<file path="src/rtl/vred_pkg.sv">
package vred_pkg;

  typedef enum logic [5:0] {
    OP_SUM  = 6'd0,
    OP_AND  = 6'd1,
    OP_OR   = 6'd2,
    OP_XOR  = 6'd3,
    OP_MINU = 6'd4,
    OP_MIN  = 6'd5,
    OP_MAXU = 6'd6,
    OP_MAX  = 6'd7
  } red_op_e;

  localparam int unsigned EL_MAXW = 64;

  // Ones over the low SEW bits for an element width code.
  function automatic logic [EL_MAXW-1:0] ew_mask(input logic [1:0] ew);
    case (ew)
      2'd0:    return 64'h0000_0000_0000_00FF;
      2'd1:    return 64'h0000_0000_0000_FFFF;
      2'd2:    return 64'h0000_0000_FFFF_FFFF;
      default: return 64'hFFFF_FFFF_FFFF_FFFF;
    endcase
  endfunction

  // Sign extension from the element width up to 64 bits.
  function automatic logic [EL_MAXW-1:0] ew_sext(input logic [EL_MAXW-1:0] v,
                                                 input logic [1:0] ew);
    case (ew)
      2'd0:    return {{56{v[7]}},  v[7:0]};
      2'd1:    return {{48{v[15]}}, v[15:0]};
      2'd2:    return {{32{v[31]}}, v[31:0]};
      default: return v;
    endcase
  endfunction

  function automatic logic op_known(input logic [5:0] f);
    return (f[5:3] == 3'b000);
  endfunction

endpackage

</file>
<file path="src/rtl/vred_pick.sv">
// Selects element idx_i of the vector at the width given by ew_i,
// zero-extended to 64 bits. One lane array per supported width.
module vred_pick #(
  parameter int unsigned VLEN = 128,
  parameter int unsigned IDXW = $clog2(VLEN/8)
) (
  input  logic [VLEN-1:0] vec_i,
  input  logic [IDXW-1:0] idx_i,
  input  logic [1:0]      ew_i,
  output logic [63:0]     elem_o
);

  logic [63:0] cand [4];

  for (genvar k = 0; k < 4; k++) begin : g_ew
    localparam int unsigned W  = 8 << k;
    localparam int unsigned N  = VLEN / W;
    localparam int unsigned LW = $clog2(N);
    logic [W-1:0] lane [N];
    for (genvar j = 0; j < N; j++) begin : g_lane
      assign lane[j] = vec_i[j*W +: W];
    end
    assign cand[k] = 64'(lane[idx_i[LW-1:0]]);
  end

  assign elem_o = cand[ew_i];

endmodule

</file>
<file path="src/rtl/vred_fold.sv">
// One reduction step: combines the running value with one element.
module vred_fold
  import vred_pkg::*;
(
  input  logic [5:0]  op_i,
  input  logic [1:0]  ew_i,
  input  logic [63:0] acc_i,
  input  logic [63:0] elem_i,
  output logic [63:0] res_o
);

  logic [63:0] wmask, a, b, as, bs, raw;
  logic        ult, slt;

  always_comb begin
    wmask = ew_mask(ew_i);
    a     = acc_i & wmask;
    b     = elem_i & wmask;
    as    = ew_sext(a, ew_i);
    bs    = ew_sext(b, ew_i);
    ult   = (a < b);
    slt   = ($signed(as) < $signed(bs));
    case (op_i)
      OP_SUM:  raw = a + b;
      OP_AND:  raw = a & b;
      OP_OR:   raw = a | b;
      OP_XOR:  raw = a ^ b;
      OP_MINU: raw = ult ? a : b;
      OP_MIN:  raw = slt ? a : b;
      OP_MAXU: raw = ult ? b : a;
      OP_MAX:  raw = slt ? b : a;
      default: raw = a;
    endcase
    res_o = raw & wmask;
  end

endmodule

</file>
<file path="src/rtl/vred_seq.sv">
// Sequencer: accepts a start while idle, walks the element index,
// flags the cycle in which the reduction completes.
module vred_seq #(
  parameter int unsigned VLEN = 128,
  parameter int unsigned IDXW = $clog2(VLEN/8),
  parameter int unsigned VLW  = $clog2(VLEN/8 + 1)
) (
  input  logic            clk,
  input  logic            rst_n,
  input  logic            start_i,
  input  logic [VLW-1:0]  len_i,
  input  logic            op_ok_i,
  output logic            accept_o,
  output logic            busy_o,
  output logic [IDXW-1:0] idx_o,
  output logic            fin_o
);

  logic            busy_q, busy_d;
  logic [IDXW-1:0] idx_q, idx_d;
  logic [VLW-1:0]  len_q, len_d;
  logic            go_run, last;

  always_comb begin
    accept_o = start_i & ~busy_q;
    go_run   = accept_o & op_ok_i & (len_i != '0);
    last     = busy_q & ((VLW'(idx_q) + VLW'(1)) == len_q);
    fin_o    = (accept_o & ~go_run) | last;

    busy_d = busy_q;
    idx_d  = idx_q;
    len_d  = len_q;
    if (go_run) begin
      busy_d = 1'b1;
      idx_d  = '0;
      len_d  = len_i;
    end else if (busy_q) begin
      if (last) busy_d = 1'b0;
      else      idx_d  = idx_q + IDXW'(1);
    end
  end

  always_ff @(posedge clk or negedge rst_n) begin
    if (!rst_n) begin
      busy_q <= 1'b0;
      idx_q  <= '0;
      len_q  <= '0;
    end else begin
      busy_q <= busy_d;
      idx_q  <= idx_d;
      len_q  <= len_d;
    end
  end

  assign busy_o = busy_q;
  assign idx_o  = idx_q;

  // the visited index never reaches the clamped length
  assert_idx_bound_R3: assert property (@(posedge clk) disable iff (!rst_n)
    busy_q |-> (VLW'(idx_q) < len_q));

endmodule

</file>
<file path="src/rtl/vred_unit.sv">
module vred_unit
  import vred_pkg::*;
#(
  parameter int unsigned VLEN = 128,
  parameter int unsigned VLW  = $clog2(VLEN/8 + 1)
) (
  input  logic            clk,
  input  logic            rst_n,
  input  logic            start,
  input  logic [5:0]      funct6,
  input  logic [1:0]      ew,
  input  logic [VLW-1:0]  vl,
  input  logic            all_active,
  input  logic [VLEN-1:0] src_vec,
  input  logic [VLEN-1:0] seed_vec,
  input  logic [VLEN-1:0] mask_vec,
  output logic            busy,
  output logic            done,
  output logic            err,
  output logic [VLEN-1:0] dest
);

  localparam int unsigned NB   = VLEN / 8;
  localparam int unsigned IDXW = $clog2(NB);

  // captured operands (data registers, no reset)
  logic [5:0]      op_q;
  logic [1:0]      ew_q;
  logic            aa_q;
  logic [VLEN-1:0] src_q, mask_q;

  logic [63:0]     acc_q, acc_d;
  logic            done_q, done_d, err_q, err_d;
  logic [VLEN-1:0] dest_q, dest_d;

  logic            accept, fin, step;
  logic [IDXW-1:0] idx;
  logic [VLW-1:0]  cap, len_eff;
  logic [63:0]     elem, fold_res, seed0;
  logic            elem_on, op_ok;

  always_comb begin
    cap     = VLW'(NB >> ew);
    len_eff = (vl > cap) ? cap : vl;
    op_ok   = op_known(funct6);
    seed0   = seed_vec[63:0] & ew_mask(ew);
  end

  vred_seq #(.VLEN(VLEN), .IDXW(IDXW), .VLW(VLW)) seq_i (
    .clk      (clk),
    .rst_n    (rst_n),
    .start_i  (start),
    .len_i    (len_eff),
    .op_ok_i  (op_ok),
    .accept_o (accept),
    .busy_o   (step),
    .idx_o    (idx),
    .fin_o    (fin)
  );

  vred_pick #(.VLEN(VLEN), .IDXW(IDXW)) pick_i (
    .vec_i  (src_q),
    .idx_i  (idx),
    .ew_i   (ew_q),
    .elem_o (elem)
  );

  vred_fold fold_i (
    .op_i   (op_q),
    .ew_i   (ew_q),
    .acc_i  (acc_q),
    .elem_i (elem),
    .res_o  (fold_res)
  );

  // operand capture with explicit enable
  always_ff @(posedge clk) begin
    if (accept) begin
      op_q   <= funct6;
      ew_q   <= ew;
      aa_q   <= all_active;
      src_q  <= src_vec;
      mask_q <= mask_vec;
    end
  end

  // next state
  always_comb begin
    elem_on = aa_q | mask_q[idx];
    acc_d   = acc_q;
    if (accept)                acc_d = seed0;
    else if (step && elem_on)  acc_d = fold_res;

    done_d = fin;
    err_d  = accept & ~op_ok;
    dest_d = dest_q;
    if (fin) dest_d = err_d ? '0 : VLEN'(acc_d);
  end

  always_ff @(posedge clk or negedge rst_n) begin
    if (!rst_n) begin
      acc_q  <= '0;
      done_q <= 1'b0;
      err_q  <= 1'b0;
      dest_q <= '0;
    end else begin
      acc_q  <= acc_d;
      done_q <= done_d;
      err_q  <= err_d;
      dest_q <= dest_d;
    end
  end

  assign busy = step;
  assign done = done_q;
  assign err  = err_q;
  assign dest = dest_q;

  // iteration and completion never overlap
  assert_busy_done_excl_R8: assert property (@(posedge clk) disable iff (!rst_n)
    !(busy && done));

  // error only with completion and a cleared destination
  assert_err_zero_R10: assert property (@(posedge clk) disable iff (!rst_n)
    err |-> (done && (dest == '0)));

  // destination holds between completions
  assert_dest_hold_R9: assert property (@(posedge clk) disable iff (!rst_n)
    !done |-> $stable(dest));

  // start during iteration leaves the captured operands alone
  assert_busy_ignore_R9: assert property (@(posedge clk) disable iff (!rst_n)
    (busy && start) |=> ($stable(src_q) && $stable(op_q)));

  // nothing above element 0 in the destination
  assert_upper_clear_R6: assert property (@(posedge clk) disable iff (!rst_n)
    done |-> ((dest & ~VLEN'(ew_mask(ew_q))) == '0));

  // masked-off element leaves the accumulator unchanged
  assert_masked_skip_R4: assert property (@(posedge clk) disable iff (!rst_n)
    (busy && !aa_q && !mask_q[idx]) |=> (acc_q == $past(acc_q)));

  // unsigned max never lowers, unsigned min never raises the running value
  assert_maxu_mono_R1: assert property (@(posedge clk) disable iff (!rst_n)
    (busy && elem_on && op_q == OP_MAXU) |=> (acc_q >= $past(acc_q)));
  assert_minu_mono_R1: assert property (@(posedge clk) disable iff (!rst_n)
    (busy && elem_on && op_q == OP_MINU) |=> (acc_q <= $past(acc_q)));

endmodule

</file>
<file path="config.mk">
export PLATFORM = sky130hd
export DESIGN_NAME = vred_unit
export DESIGN_NICKNAME = d
export VERILOG_FILES = /design/src/rtl/vred_pkg.sv /design/src/rtl/vred_pick.sv /design/src/rtl/vred_fold.sv /design/src/rtl/vred_seq.sv /design/src/rtl/vred_unit.sv
export SDC_FILE = /design/constraint.sdc
export NUM_CORES = 1
export LEC_CHECK = 0
export BUFFER_PORTS_ARGS = -buffer_cell sky130_fd_sc_hd__buf_2
export CORE_UTILIZATION = 52
export CTS_CLUSTER_DIAMETER = 30
export DETAILED_ROUTE_END_ITERATION = 16
export PLACE_DENSITY = 0.79
export SYNTH_ARGS = -nofsm -noshare
export SYNTH_HDL_FRONTEND = slang
export SYNTH_SLANG_ARGS = --single-unit
</file>
<file path="constraint.sdc">
create_clock -name clk -period 6.6 [get_ports clk]
set_input_delay 1.32 -clock clk [delete_from_list [all_inputs] [get_ports clk]]
set_output_delay 1.32 -clock clk [all_outputs]
set_load 0.02 [all_outputs]
</file>
# Word level (Yosys, flattened, before mapping)
# Index checks and enable logic that the tools add are counted.
# Widths: inputs -> output; s select.
[totals]
wordCells = 105
memories = 0
output_inout_bits = 131
regBits = 357
latchBits = 0
romBits = 0
ram_bits = 0
[op_classes]
n_mul = 0
add_sub_neg = 3
n_eq_ne = 13
bitwise_logic = 23
n_reduce_logical = 8
shift = 1
n_div = 0
magnitude_cmp = 9
n_mux = 36
[op_table]
columns = ["op", "count"]
rows = [
  ["$mux 64", 12],
  ["$pmux 64 s3", 4],
  ["$pmux 64 s8", 1],
  ["$and 64x64->64", 5],
  ["$bmux 64 s2", 1],
  ["$lt 64x64->1", 2],
  ["$add 64x64->64", 1],
  ["$bmux 32 s2", 1],
  ["$mux 32", 2],
  ["$or 64x64->64", 1],
  ["$xor 64x64->64", 1],
  ["$bmux 16 s3", 1],
  ["$bmux 8 s4", 1],
  ["$mux 16", 2],
  ["$eq 6x3->1 const B", 4],
  ["$mux 8", 2],
  ["$eq 6x2->1 const B", 2],
  ["$mux 4", 3],
  ["$lt 4x8->1 const B", 1],
  ["$and 1x1->1", 6],
  ["$eq 6x1->1 const B", 1],
  ["$ge 3x3->1 const B", 2],
  ["$logic_not 6->1", 1],
  ["$not 2->3", 2],
  ["25 further kinds", 34],
]

# Longest topological paths before layout
[depth]
ltp_word = 16
ltp_mapped = 29
mapped_depth_nobuf = 24

# Cells and area by module
# A second synthesis with hierarchy kept.
[unflattened]
hier_cells = 3415
area_unflattened_um2 = 29025.3
[by_module_without_submodules]
columns = ["mod", "cells_each", "area_each_um2", "seq_area_each_um2", "instances"]
rows = [
  ["vred_fold", 1973, 12351.8, 0.0, 1],
  ["vred_unit", 884, 12012.8, 7847.5, 1],
  ["vred_pick", 497, 4097.7, 0.0, 1],
  ["vred_seq", 61, 563.0, 250.2, 1],
]

# Least setup slack after synthesis
# OpenSTA, ideal clock, no wires.
[synth_timing]
kind = "input port to flip-flop"
startpoint = "input start"
endpoint = "register dest_q[7], in the netlist dest[7]"
cell_stages = 7
setup_time_ps = 139
t_required_ps = 6461
arrival_ps = 6782
setup_slack_ps = -320
path_cell_list = "nand2_1 inv_1 clkbuf_1 clkbuf_1 a221oi_1 a31oi_1 o21ai_0"
[synth_between]
elab_chain_len = 6
word_cells_on_any_way = 9
[synth_rtl]
columns = ["item", "line", "text"]
rows = [
  ["from (decl)", "vred_unit.sv:9", "input logic start,"],
  ["$and 1x1->1 *", "vred_seq.sv:25", "accept_o = start_i & ~busy_q;"],
  ["via accept", "vred_unit.sv:36", "logic accept, fin, step;"],
  ["$and 1x1->1 (2 in series)", "vred_seq.sv:26", "go_run = accept_o & op_ok_i & (len_i != '0);"],
  ["$not 1->1", "vred_seq.sv:28", "fin_o = (accept_o & ~go_run) | last;"],
  ["$and 1x1->1", "vred_seq.sv:28", ""],
  ["$or 1x1->1", "vred_seq.sv:28", ""],
  ["to (signal assigned)", "vred_unit.sv:110", "dest_q <= dest_d;"],
  ["to (decl)", "vred_unit.sv:34", "logic [VLEN-1:0] dest_q, dest_d;"],
]
# The timed path passes the listed nets; every way through them passes the cells marked *.
# A chain may end at the register's enable or synchronous reset.

# Worst setup path after layout
[layout_timing]
startpoint = "register seq_i.idx_q[0], in the netlist seq_i.idx_o[0]"
endpoint = "register dest_q[5], in the netlist dest[5]"
[layout_between]
elab_chain_len = 16
word_cells_on_any_way = 44
[layout_rtl]
columns = ["item", "line", "text"]
rows = [
  ["from (decl)", "vred_seq.sv:20", "logic [IDXW-1:0] idx_q, idx_d;"],
  ["from (signal assigned)", "vred_seq.sv:50", "idx_q <= idx_d;"],
  ["$not 4->5 (not written as such), or another cell as far along", "vred_pick.sv:23", "assign cand[k] = 64'(lane[idx_i[LW-1:0]]);"],
  ["$bmux 8 s4, or another cell as far along", "vred_pick.sv:23", ""],
  ["$mux 8 (not written as such), or another cell as far along (2 in series)", "vred_pick.sv:23", ""],
  ["$bmux 64 s2", "vred_pick.sv:26", "assign elem_o = cand[ew_i];"],
  ["$mux 64 (not written as such) (2 in series)", "vred_pick.sv:26", ""],
  ["$and 64x64->64", "vred_fold.sv:18", "b = elem_i & wmask;"],
  ["$pmux 64 s3", "vred_pkg.sv:29", "case (ew)"],
  ["$lt 64x64->1", "vred_fold.sv:22", "slt = ($signed(as) < $signed(bs));"],
  ["$mux 64, on equally long branches", "vred_fold.sv:31, vred_fold.sv:29", ""],
  ["$pmux 64 s8", "vred_fold.sv:23", "case (op_i)"],
  ["$and 64x64->64", "vred_fold.sv:34", "res_o = raw & wmask;"],
  ["$mux 64", "vred_unit.sv:92", "else if (step && elem_on) acc_d = fold_res;"],
  ["$mux 64", "vred_unit.sv:91", "if (accept) acc_d = seed0;"],
  ["$mux 64", "vred_unit.sv:97", "if (fin) dest_d = err_d ? '0 : VLEN'(acc_d);"],
]
# Several ways; a longest one is shown, not always the timed one. The select of a mux whose other input is x is not followed.

==> impl_metrics.ini <==
[status]
status = completed

[synth]
avgSynthCellArea_um2 = 8.881
synthesis.area_um2 = 27510
synth_area_leaders = edfxtp_1, dfrtp_1, ha_1, mux4_2, a21oi_1
yosysTopAreaCell = edfxtp_1
synth-async-reset-ratio_pct = 47.78
synth_common_cells = nand2_1, a21oi_1, ha_1
synth_seq_cells = 293
ys_seq_area_share_pct = 29.44
yosysUniqueCellTypes = 92
synth_top_cell_area_share_pct = 16.70
yosysWarnings = 0
synth_edf_count = 153
synth-main-ff-cell = edfxtp_1
synth.most_common_cell = nand2_1
syn_inst = 3097

[pwr]
p_per_area_nw_per_um2 = 452.0
finalPower_mw = 14.75
p_leak_nw = 14.40
ir_drop_mv = 0.3540

[routing]
routed_via_density = 6.603
drc = 0
drt_pass1_iterations = 6
drt-initial-drc-count = 3868
post_drt_wl_per_cell_um = 26.53
vias = 27710
routed_wl_um = 111300
drtAntennaViolNets = 0

[timing]
hold_viol = 0
fmax_mhz = 157.4
maxSlewViolCount = 0
holdWs_ns = 0.4783
post-route-period-util_pct = 96.23
clock-skew-final_ns = 0.03105
relSlewSlack_pct = 20.38
setup_viol = 0
tightest_slew_ns = 1.186
fin_crit_ns = 6.351

[critical_path]
arrival_ns = 6.89
cp-start-kind = register
worstSetupPathType = reg -> reg
cp.required_ns = 7.13
crit_path_end_kind = register
crit_fanout = 10

[floorplanning]
io_pins = 532
num_rows = 83
core_area_um2 = 51820
start_util_pct = 53.08
die_w_um = 232.0
die-area_um2 = 53820
chipHeight_um = 232.0

[place]
place.gp.congestion = 1.068
dp.cells = 4074
hpwl_um = 84010
port_buffers = 291

[global_route]
overflow = 0
grt_usage_pct = 40.77
grt_pass1_vias = 25890
grt_max_degree = 137
grt_pass1_wl_um = 163500
grt_antenna_before_repair = 7

[cts]
clkTransAtPathRegs_ns = 0.05
cts_tree = yes
clockBufferDepth = 3
cts.sinks = 293
cts-root-buf = clkbuf_16
cts_buffers = 57
htree_levels = 2
clk_latency_ns = 0.63

[final_layout]
fin_nets = 4119
syn2layout_area_growth_pct = 18.60
layoutNonFillerInstCount = 4196
layout-drive-gt1-share_pct = 23.41

[hold_path]
hold_class = reg -> reg

[run]
drv_cap = 0
-- metrics by stage --
| stage | TNS (ns) | utilization (%) | area (µm²) | setup slack [ns] |
|---|---|---|---|---|
| floorplan | 0 | - | 27740 | 0.01589 |
| global placement | 0 | 58.91 | 30530 | 0.2701 |
| detailed placement | 0 | 58.91 | 30530 | 0.2341 |
| CTS | 0 | 62.67 | 32480 | 0.1941 |
| global route | -0.005665 | 62.93 | 32610 | -0.005665 |
| finish | 0 | 62.95 | 32620 | 0.2486 |
-- cell type report --
type                       count  area, µm²
inverter                     192      729.5
sequential                   293       8107
fill                        4354      19200
multi-input combinational   2403      17710
antenna                        4      10.01
clock buffer                  65       1508
tap                          680      850.8
clock inverter                42      440.4
timing repair buffer         517       3271
-- metal layers --
metal	vias up	wire length, µm	GRT usage [%]
met5	-	52	0
met4	8	7233	22.70
met3	407	15490	11.63
met2	2093	45620	57.71
met1	13050	42930	55.66
li1	12150	-	-
-- logic make-up (layout without fill, tap and decap cells) --
group,after synthesis,in the layout,synth area share [%]
AOI/OAI and AO/OA,1004,1004,24.01
xor gates and xnor gates,44,44,1.401
adders and majority gates,254,254,11.58
buffers and inverters,464,816,7.378
DFF,293,293,29.44
muxes,206,206,12.16
other,1,68,0.01363
and+or+nand+nor,831,831,14.01
-- cells in the final DEF (no fill, tap or decap), types with 31 or more instances in the layout --
cell       count
a22o_1        40
nor2_1       219
conb_1        64
xnor2_1       31
clkbuf_16     58
and3_1        32
nand4_1       31
edfxtp_1     153
mux2_2        46
mux4_2        98
mux2i_1       62
nor3_1        37
nand3_1       43
o21a_1        53
nand2_1      305
a221oi_1      33
dfrtp_1      137
a211oi_1      32
inv_1        187
buf_2        290
o211ai_1      35
a21o_1        51
o21ai_0      227
a21oi_1      255
ha_1         253
buf_4        216
-- worst max-delay path: stages (launching register included) --
cell and delay [ns]:
dfrtp_4 0.55, clkbuf_4 0.25, buf_4 0.14, mux4_2 0.48, mux4_2 0.49, nor2_1 0.10
a21oi_1 0.06, o21ai_0 0.22, buf_4 0.18, ha_1 0.25, or4_1 0.48, o221a_1 0.32
o31a_1 0.37, or4_4 0.58, a21boi_4 0.19, buf_4 0.13, nor2_2 0.08, buf_4 0.19
o311ai_1 0.32, o21ai_0 0.16, a221oi_2 0.29, buf_4 0.23, a21oi_1 0.06, o21ai_1 0.13
-- what timing repair did --
action | 4_1_cts | 5_1_grt
setup endpoints to repair | 0 | 63
gates resized for setup | 0 | 10
setup buffers | 0 | 11
hold buffers | 0 | 0
-- worst paths after layout --
path,cells after the start,startpoint,slack [ns],end
max,23,seq_i.idx_o[0],0.25,dest[5]
min,2,dest[50],0.48,dest[50]
max reg2reg,23,seq_i.idx_o[0],0.25,dest[5]
min reg2reg,2,dest[50],0.48,dest[50]
max in group asynchronous,2,rst_n,4.50,dest[45]
min in group asynchronous,1,rst_n,0.77,dest[19]
-- power breakdown --
group	total, mW	switching (mW)	internal, mW
logic	8.78	5.23	3.55
clock network	2.90	1.13	1.77
registers	3.07	0.573	2.50
-- registers in the layout (all words and copies together), names as in the netlist, 2 cells and up --
signal	cells
seq_i.idx_o	4
op_q	6
src_q	128
ew_q	2
seq_i.len_q	5
mask_q	16
acc_q	64
dest	64
No activity file was read; power rests on OpenSTA's default activity.
